==> src/rtl/adc_rd_pkg.sv <==
package adc_rd_pkg;
    typedef enum logic [2:0] {
        ST_IDLE,
        ST_LOW,
        ST_HIGH,
        ST_GAP,
        ST_DONE
    } rd_state_e;
endpackage

==> src/rtl/adc_rd_phase.sv <==
module adc_rd_phase #(
    parameter int HALF = 8
) (
    input  logic clk,
    input  logic rst_n,
    input  logic run_i,
    input  logic clear_i,
    output logic last_o
);
    localparam int PW = (HALF > 1) ? $clog2(HALF) : 1;

    logic [PW-1:0] ph_d, ph_q;

    assign last_o = run_i && (ph_q == PW'(HALF - 1));

    always_comb begin
        ph_d = ph_q;
        if (clear_i) begin
            ph_d = '0;
        end else if (run_i) begin
            ph_d = last_o ? '0 : ph_q + PW'(1);
        end
    end

    always_ff @(posedge clk or negedge rst_n) begin
        if (!rst_n) ph_q <= '0;
        else        ph_q <= ph_d;
    end

    // the phase counter never passes the half-period length
    p_phase_bound_r2: assert property (@(posedge clk) disable iff (!rst_n)
        ph_q <= PW'(HALF - 1));
endmodule

==> src/rtl/adc_rd_shift.sv <==
module adc_rd_shift #(
    parameter int RES_W = 12
) (
    input  logic             clk,
    input  logic             rst_n,
    input  logic             clear_i,
    input  logic             shift_i,
    input  logic             bit_i,
    output logic [RES_W-1:0] data_o
);
    logic [RES_W-1:0] data_d, data_q;

    assign data_o = data_q;

    always_comb begin
        data_d = data_q;
        if (clear_i)      data_d = '0;
        else if (shift_i) data_d = {data_q[RES_W-2:0], bit_i};
    end

    always_ff @(posedge clk or negedge rst_n) begin
        if (!rst_n) data_q <= '0;
        else        data_q <= data_d;
    end

    // without a shift or clear request the captured bits do not move
    p_hold_when_idle_r6: assert property (@(posedge clk) disable iff (!rst_n)
        (!shift_i && !clear_i) |=> $stable(data_q));
endmodule

==> src/rtl/adc_result_reader.sv <==
module adc_result_reader
    import adc_rd_pkg::*;
#(
    parameter int DIV       = 16,
    parameter int WORD_CLKS = 16,
    parameter int RES_W     = 12,
    parameter int OUT_W     = 16,
    parameter int BYTE_W    = 8
) (
    input  logic             clk,
    input  logic             rst_n,
    input  logic             start_i,
    input  logic             word_mode_i,
    input  logic             sdata_i,
    output logic             frame_o,
    output logic             sclk_o,
    output logic             busy_o,
    output logic             valid_o,
    output logic [OUT_W-1:0] result_o
);
    localparam int HALF   = DIV / 2;
    localparam int BCLKS  = 2 * BYTE_W;
    localparam int MAXCLK = (WORD_CLKS > BCLKS) ? WORD_CLKS : BCLKS;
    localparam int KW     = $clog2(MAXCLK + 1);
    localparam int PAD    = OUT_W - RES_W;

    typedef struct packed {
        rd_state_e        st;
        logic [KW-1:0]    k;
        logic             mode;
        logic             gap;
        logic             sclk;
        logic             frame;
        logic             busy;
        logic             valid;
        logic [RES_W-1:0] res;
    } regs_t;

    regs_t r_d, r_q;

    logic             tick;
    logic             ph_run;
    logic             ph_clear;
    logic             cap_clear;
    logic             cap_shift;
    logic [RES_W-1:0] cap_data;
    logic             last_clk;
    logic             byte_end;

    adc_rd_phase #(.HALF(HALF)) i_phase (
        .clk     (clk),
        .rst_n   (rst_n),
        .run_i   (ph_run),
        .clear_i (ph_clear),
        .last_o  (tick)
    );

    adc_rd_shift #(.RES_W(RES_W)) i_shift (
        .clk     (clk),
        .rst_n   (rst_n),
        .clear_i (cap_clear),
        .shift_i (cap_shift),
        .bit_i   (sdata_i),
        .data_o  (cap_data)
    );

    assign ph_run   = (r_q.st == ST_LOW) || (r_q.st == ST_HIGH) || (r_q.st == ST_GAP);
    assign ph_clear = (r_q.st == ST_IDLE);
    assign last_clk = r_q.mode ? (r_q.k == KW'(WORD_CLKS - 1)) : (r_q.k == KW'(BCLKS - 1));
    assign byte_end = !r_q.mode && (r_q.k == KW'(BYTE_W - 1));

    always_comb begin
        r_d       = r_q;
        r_d.valid = 1'b0;
        cap_clear = 1'b0;
        cap_shift = 1'b0;
        case (r_q.st)
            ST_IDLE: begin
                if (start_i) begin
                    r_d.st    = ST_LOW;
                    r_d.k     = '0;
                    r_d.mode  = word_mode_i;
                    r_d.gap   = 1'b0;
                    r_d.frame = 1'b1;
                    r_d.busy  = 1'b1;
                    cap_clear = 1'b1;
                end
            end
            ST_LOW: begin
                if (tick) begin
                    r_d.st    = ST_HIGH;
                    r_d.sclk  = 1'b1;
                    cap_shift = (r_q.k < KW'(RES_W));
                end
            end
            ST_HIGH: begin
                if (tick) begin
                    r_d.sclk = 1'b0;
                    r_d.k    = r_q.k + KW'(1);
                    if (last_clk) begin
                        r_d.st    = ST_DONE;
                        r_d.busy  = 1'b0;
                        r_d.valid = 1'b1;
                        r_d.res   = cap_data;
                    end else if (byte_end) begin
                        r_d.st  = ST_GAP;
                        r_d.gap = 1'b0;
                    end else begin
                        r_d.st = ST_LOW;
                    end
                end
            end
            ST_GAP: begin
                if (tick) begin
                    if (r_q.gap) begin
                        r_d.st  = ST_LOW;
                        r_d.gap = 1'b0;
                    end else begin
                        r_d.gap = 1'b1;
                    end
                end
            end
            ST_DONE: begin
                r_d.st    = ST_IDLE;
                r_d.frame = 1'b0;
            end
            default: r_d.st = ST_IDLE;
        endcase
    end

    always_ff @(posedge clk or negedge rst_n) begin
        if (!rst_n) begin
            r_q    <= '0;
            r_q.st <= ST_IDLE;
        end else begin
            r_q <= r_d;
        end
    end

    assign frame_o = r_q.frame;
    assign sclk_o  = r_q.sclk;
    assign busy_o  = r_q.busy;
    assign valid_o = r_q.valid;

    generate
        if (PAD > 0) begin : g_pad
            assign result_o = {{PAD{1'b0}}, r_q.res};
        end else begin : g_nopad
            assign result_o = r_q.res[OUT_W-1:0];
        end
    endgenerate

    // the valid strobe lasts a single cycle
    p_valid_pulse_r7: assert property (@(posedge clk) disable iff (!rst_n)
        valid_o |=> !valid_o);

    // valid never coincides with busy
    p_valid_not_busy_r7: assert property (@(posedge clk) disable iff (!rst_n)
        valid_o |-> !busy_o);

    // the serial clock only runs inside a frame
    p_sclk_in_frame_r9: assert property (@(posedge clk) disable iff (!rst_n)
        sclk_o |-> frame_o);

    // the latched framing mode cannot change while a read runs
    p_mode_held_r8: assert property (@(posedge clk) disable iff (!rst_n)
        busy_o |=> $stable(r_q.mode));

    // the clock counter never runs past the longest frame
    p_count_bound_r6: assert property (@(posedge clk) disable iff (!rst_n)
        r_q.k <= KW'(MAXCLK));
endmodule

==> config.mk <==
export PLATFORM = sky130hd
export DESIGN_NAME = adc_result_reader
export DESIGN_NICKNAME = d
export VERILOG_FILES = /design/src/rtl/adc_rd_pkg.sv /design/src/rtl/adc_rd_phase.sv /design/src/rtl/adc_rd_shift.sv /design/src/rtl/adc_result_reader.sv
export SDC_FILE = /design/constraint.sdc
export NUM_CORES = 1
export LEC_CHECK = 0
export ABC_AREA = 1
export BUFFER_PORTS_ARGS = -buffer_cell sky130_fd_sc_hd__buf_2
export CAP_MARGIN = 20
export CORE_ASPECT_RATIO = 1.75
export CORE_MARGIN = 3
export CORE_UTILIZATION = 29
export DETAILED_ROUTE_END_ITERATION = 10
export SLEW_MARGIN = 20
export SYNTH_ARGS = -nofsm -noshare
export SYNTH_HDL_FRONTEND = slang
export SYNTH_SLANG_ARGS = --single-unit
==> constraint.sdc <==
create_clock -name clk -period 2.9 [get_ports clk]
set_input_delay 0 -clock clk [delete_from_list [all_inputs] [get_ports clk]]
set_output_delay 0 -clock clk [all_outputs]
set_load 0.005 [all_outputs]
* After elaboration in Yosys (flattened, before gate mapping)
Index checks and enable logic that the tools add are counted.
** Storage, ports and cells
- Memories kept :: 0
- Memory bits (read-only) :: 0
- Latch bits :: 0
- Word-level logic and storage cells :: 81
- Output and inout bits :: 20
- Register bits after elaboration :: 41
- Bits of input ports :: 5
- Bits in writable memories :: 0
** Operators by class
- $mul :: 0
- Bitwise operators :: 0
- Magnitude comparators :: 1
- Equality and inequality tests :: 15
- Shifts and indexed selects :: 0
- Reduce and logical (&&, ||, !) cells :: 20
- Multiplexer cells :: 32
- Divide/modulo/power cells :: 0
- Add/subtract/negate cells :: 2
** Operator list (number)
- two-way mux 14 bit :: 2
- two-way mux 12 bit :: 2
- two-way mux 3 bit :: 7
- two-way mux 13 bit :: 1
- case mux 3 bit (4 select lines) :: 1
- two-way mux 10 bit :: 1
- != test 2 bit, second input constant :: 5
- case mux 5 bit (2 select lines) :: 1
- nonzero test 2 bit :: 5
- two-way mux 1 bit :: 9
- AND reduction 3 bit :: 3
- two-way mux 8 bit :: 1
- equality test 3 x 2 -> 1 bit, second input constant :: 2
- equality test 3 bit, second input constant :: 2
- two-way mux 2 bit :: 3
- != test 2 x 1 -> 1 bit, second input constant :: 3
- case mux 1 bit (2 select lines) :: 3
- AND reduction 6 bit :: 1
- adder 5 x 1 -> 5 bit, second input constant :: 1
- equality test 5 x 3 -> 1 bit, second input constant :: 1
- equality test 5 x 4 -> 1 bit, second input constant :: 1
- < comparator 5 x 4 -> 1 bit, second input constant :: 1
- AND reduction 5 bit :: 1
- AND reduction 2 bit :: 2
- other kinds (9) :: 11

* Logic depth before layout (Yosys ltp)
- Word-level depth :: 8
- Gate-level depth with buffers :: 9
- Depth with buffers taken out :: 9

* Modules after synthesis
A second synthesis with hierarchy kept.
** Unflattened totals
- Cells, all modules :: 251
- Area, all modules :: 2034.5 µm²
** By module, submodules not included
- adc_result_reader :: area an instance 1365.1 µm², seq. area each 650.6 µm², times used 1, cells each 173
- adc_rd_shift :: area an instance 491.7 µm², seq. area each 300.3 µm², times used 1, cells each 53
- adc_rd_phase :: area an instance 177.7 µm², seq. area each 75.1 µm², times used 1, cells each 25

* Worst setup path after synthesis
Ideal clock, no wire load.
- Path type :: register to register
- Start point :: register r_q[18] (netlist name)
- End point :: register r_q[16] (netlist name)
- Path slack :: 1408 ps
- Library setup time :: 116 ps
- Stages on the path, launching flop included :: 10
- Clock period less this slack :: 1492 ps
- Arrival :: 1375 ps
- Path buffers :: 0
- Required time :: 2784 ps
- Cell sequence :: dfrtp_1 -> ha_1 -> and3_1 -> ha_1 -> nand3_1 -> nand2_1 -> nor2_1 -> nand2_1 -> nand2_1 -> nand2_1
** On the way
- Word-level cells in the longest chain between the ends :: 4
- Elaborated cells on any way between the ends :: 6
- Those cells by class :: 4 x eq/ne; 2 x reduce/logical
** RTL lines
- start, declared :: RTL line adc_result_reader.sv:39 : regs_t r_d, r_q;
- start signal, assigned :: RTL line adc_result_reader.sv:136 : r_q <= r_d;
- equality test 5 x 3 -> 1 bit :: RTL line adc_result_reader.sv:70 : assign byte_end = !r_q.mode && (r_q.k == KW'(BYTE_W - 1));
- logical AND 1 bit :: RTL line adc_result_reader.sv:70
- != test 2 bit (no source line)
- AND reduction 6 bit (no source line) *
Mark *: on every way between the ends. The rest lies on a longest branch, timed or not.
A chain may end at the register's enable or synchronous reset.

* Worst setup path in the final report
- Start point :: register r_q[18] (netlist name)
- End point :: register r_q (netlist bit result_o[11])
** On the way
- Word-level cells in the longest chain between the ends :: 2
** RTL lines
- equality test 5 x 4 -> 1 bit :: RTL line adc_result_reader.sv:69 : assign last_clk = r_q.mode ? (r_q.k == KW'(WORD_CLKS - 1)) : (r_q.k == KW'(BCLKS - 1));
- AND reduction 3 bit (no source line)
Every way passes these cells.

==> impl_metrics.json <==
{
  "hold_viol": 0,
  "path_common_cell": "ha_1",
  "min_path_cells": 3,
  "initial_core_util_pct": 30.0,
  "slew_headroom_pct": 40.1,
  "syn_avg_cell_area_um2": 9.18,
  "rsz0062_at_grt": "false",
  "totalWireLength_mm": 3.69,
  "rows": 40,
  "tns_ns": 0,
  "ant_nets": 0,
  "clkPwrFrac_pct": 50.5,
  "fin_nets": 244,
  "nFillCells": 714,
  "finalSetupViolCount": 0,
  "max_cap_violations": 0,
  "cts_tree": "done",
  "synth_seq_cells": 41,
  "crit_buf_inv": 0,
  "antenna_found_initial": 0,
  "slowest_stage": "dfrtp_1",
  "via_count": 1415,
  "final_util_pct": 33.4,
  "grt_usage_pct": 9.89,
  "io_pins": 25,
  "die_y_um": 117,
  "area_growth_pct": 11.4,
  "start_kind": "register",
  "dpl_cell_area_um2": 2100,
  "clockBufferDepth": 2,
  "synth-main-ff-cell": "dfrtp_1",
  "grt_overflow_total": 0,
  "dr_wl_met2_mm": 1.94,
  "cp.depth": 6,
  "max_clock_freq_mhz": 578,
  "route.detailed.drc": 0,
  "crit_type": "register to register",
  "worst_setup_path_end_kind": "register",
  "synth.most_common_cell": "nand2_1",
  "ys_seq_area_share_pct": 49.9,
  "path_max_fanout": 26,
  "synth_top_cell_area_share_pct": 49.9,
  "synthTopCellsByCount": "nand2_1 (52), dfrtp_1 (41), inv_1 (26), o21ai_2 (22), buf_4 (17)",
  "p_sw_share_pct": 18.9,
  "leakage_nw": 1.21,
  "sequentialPowerShare_pct": 47.7,
  "die-width_um": 69.7,
  "grt_max_degree": 42,
  "ff2ff_path_depth": 6,
  "seq_area_um2": 1030,
  "place_inst": 309,
  "fin_cells": 319,
  "cts_buffers": 5,
  "coreArea_um2": 6860,
  "synth_area_um2": 2060,
  "cts_sinks": 41,
  "p_int_mw": 0.979,
  "worst-slew-pin-transition_ns": 0.898,
  "drv_slew": 0,
  "whs_ns": 0.117,
  "synth-edff-count": 0,
  "hp-class": "input pin to register",
  "numPortBuffers": 20,
  "grt_pass1_vias": 1496,
  "yosysUniqueCellTypes": 27,
  "r2r_start": "r_q[18]$_DFFE_PN0P_",
  "layout-drive-gt1-share_pct": 26.0,
  "pwr-share-comb_pct": 1.8,
  "synth_cells": 224,
  "drt_iter0_drc": 73,
  "min_from": "start_i",
  "powerDensity_nw_per_um2": 527,
  "wl_per_cell_um": 11.6,
  "top_layer_used": "met4",
  "yosys-top-cells-area": "dfrtp_1 (50%), nand2_1 (9.5%), o21ai_2 (9.4%), buf_4 (6.2%), inv_1 (4.7%)",
  "worstSkewPairLatency_ns": 0.28,
  "grt_pass1_wl_mm": 6.66,
  "period_minus_slack_ns": 1.73,
  "crit_chain": "ha_1 > and3_1 > ha_1 > nand3_4 > nand2_1 > o21ai_2",
  "async_flop_share_pct": 100,
  "period_share_pct": 59.6,
  "multiInputGateArea_um2": 756,
  "gp_congestion": 0.817,
  "worstPathRequired_ns": 3.06,
  "wl_met3_um": 161,
  "dieArea_um2": 8180,
  "status": "complete, no violations",
  "peakVddDrop_mv": 0.179,
  "clk_pin_slew_ns": 0.06,
  "slowest_delay_ns": 0.40,
  "finClkSkew_ns": 0.00289,
  "arrival_ns": 1.89,
  "firstDrtPassIters": 4,
  "stdcell_area_um2": 2290,
  "h-tree-depth": 2,
  "p_switching_mw": 0.228,
  "yosysWarnings": 0,
  "dpl.hpwl_mm": 2.72,
  "vias_per_cell": 4.44,
  "cp-startpoint": "r_q[18]$_DFFE_PN0P_",
  "drt-met1-wl_mm": 1.49,
  "diodes": 0,
  "yosysTopAreaCell": "dfrtp_1",
  "path_delay_family": "simple AND/OR/NAND/NOR gates",
  "root_buffer": "clkbuf_16"
}
## state kept, by name, summed over array words and instances, names as in the netlist
register and cells:
sclk_o 1, i_shift.data_o 12, busy_o 1, result_o 12
frame_o 1, r_q 10, valid_o 1, i_phase.ph_q 3
## what timing repair did
item / in CTS / in global routing
endpoints found under the setup margin: 0 / 0
buffers inserted: 0 / 0
hold buffers: 3 / 0
resized for setup: 0 / 0
endpoints found under the hold margin: 43 / 0
## worst paths after layout
kind                       slack (ns)                       end
max reg2reg                      1.17  result_o[11]$_DFFE_PN0P_
max in group asynchronous        1.95  result_o[11]$_DFFE_PN0P_
max                              1.17  result_o[11]$_DFFE_PN0P_
min reg2reg                      0.48   result_o[0]$_DFFE_PN0P_
min in group asynchronous        0.39   result_o[5]$_DFFE_PN0P_
min                              0.12        busy_o$_DFFE_PN0P_
## per-layer routing
metal  track usage [%]  up-vias
li1                  -      706
met1              10.8      673
met2              17.9       29
met3              2.14        7
met4              4.44        0
met5                 0        -
## cells by family after synthesis
| kind of cell | after synthesis | share of synthesized area, % |
|---|---|---|
| flip-flops | 41 | 49.9 |
| other | 1 | 0.182 |
| buffers and inverters | 52 | 13.9 |
| AO/OA/AOI/OAI | 38 | 13.4 |
| AND/OR/NAND/NOR | 88 | 20.1 |
| adder cells (fa/ha/maj) | 4 | 2.43 |
## cells in the final DEF (no fill, tap or decap)
cell | synthesis | layout
o21ai_1 | 1 | 1
nand2_1 | 52 | 52
ha_1 | 4 | 4
inv_2 | 3 | 3
nor2_2 | 1 | 1
a21oi_1 | 3 | 3
nor2_1 | 11 | 11
inv_1 | 26 | 26
dlygate4sd3_1 | 0 | 3
o21ai_0 | 11 | 11
nor2_8 | 1 | 1
nand4_1 | 1 | 1
buf_2 | 2 | 20
clkinv_2 | 0 | 1
and3_1 | 1 | 1
nand3_2 | 2 | 2
bufinv_16 | 0 | 1
o21ai_2 | 22 | 22
inv_4 | 1 | 1
nand2_4 | 1 | 1
nor3_1 | 1 | 1
conb_1 | 1 | 4
dfrtp_1 | 41 | 41
a22o_1 | 1 | 1
nand2_2 | 2 | 2
clkbuf_16 | 0 | 5
nand3b_1 | 1 | 1
nand3_1 | 13 | 13
nand3_4 | 1 | 1
## power by group through the flow
stage / clock network, mW / logic (mW) / registers (mW)
after floorplan: 0 / 0.00808 / 0.586
after global placement: 0 / 0.0196 / 0.586
after detailed placement: 0 / 0.0199 / 0.586
after CTS: 0.630 / 0.0229 / 0.575
after global routing: 0.648 / 0.0255 / 0.575
final: 0.610 / 0.0215 / 0.575
## area by class of cell
type / count / share of cell area [%]
clock buffer: 5 / 5.46
clock inverter: 2 / 1.53
inverter: 30 / 5.02
multi-input combinational: 134 / 33.0
sequential: 41 / 44.8
tap: 84 / 4.59
timing repair buffer: 23 / 5.68
## worst register-to-register path: cells and delay by family, from the launching register on
| family | cells | cell delay (ns) |
|---|---|---|
| DFF | 1 | 0.40 |
| AOI/OAI and AO/OA | 1 | 0.06 |
| adders and majority gates | 2 | 0.48 |
| and+or+nand+nor | 3 | 0.67 |
## per-stage QoR
stage / total power [mW] / setup WS [ns]
2_1_floorplan: 0.594 / 1.41
3_3_place_gp: 0.605 / 1.20
3_5_place_dp: 0.606 / 1.16
4_1_cts: 1.23 / 1.14
5_1_grt: 1.25 / 0.991
6_report: 1.21 / 1.17
(Power assumes the default switching activity.)
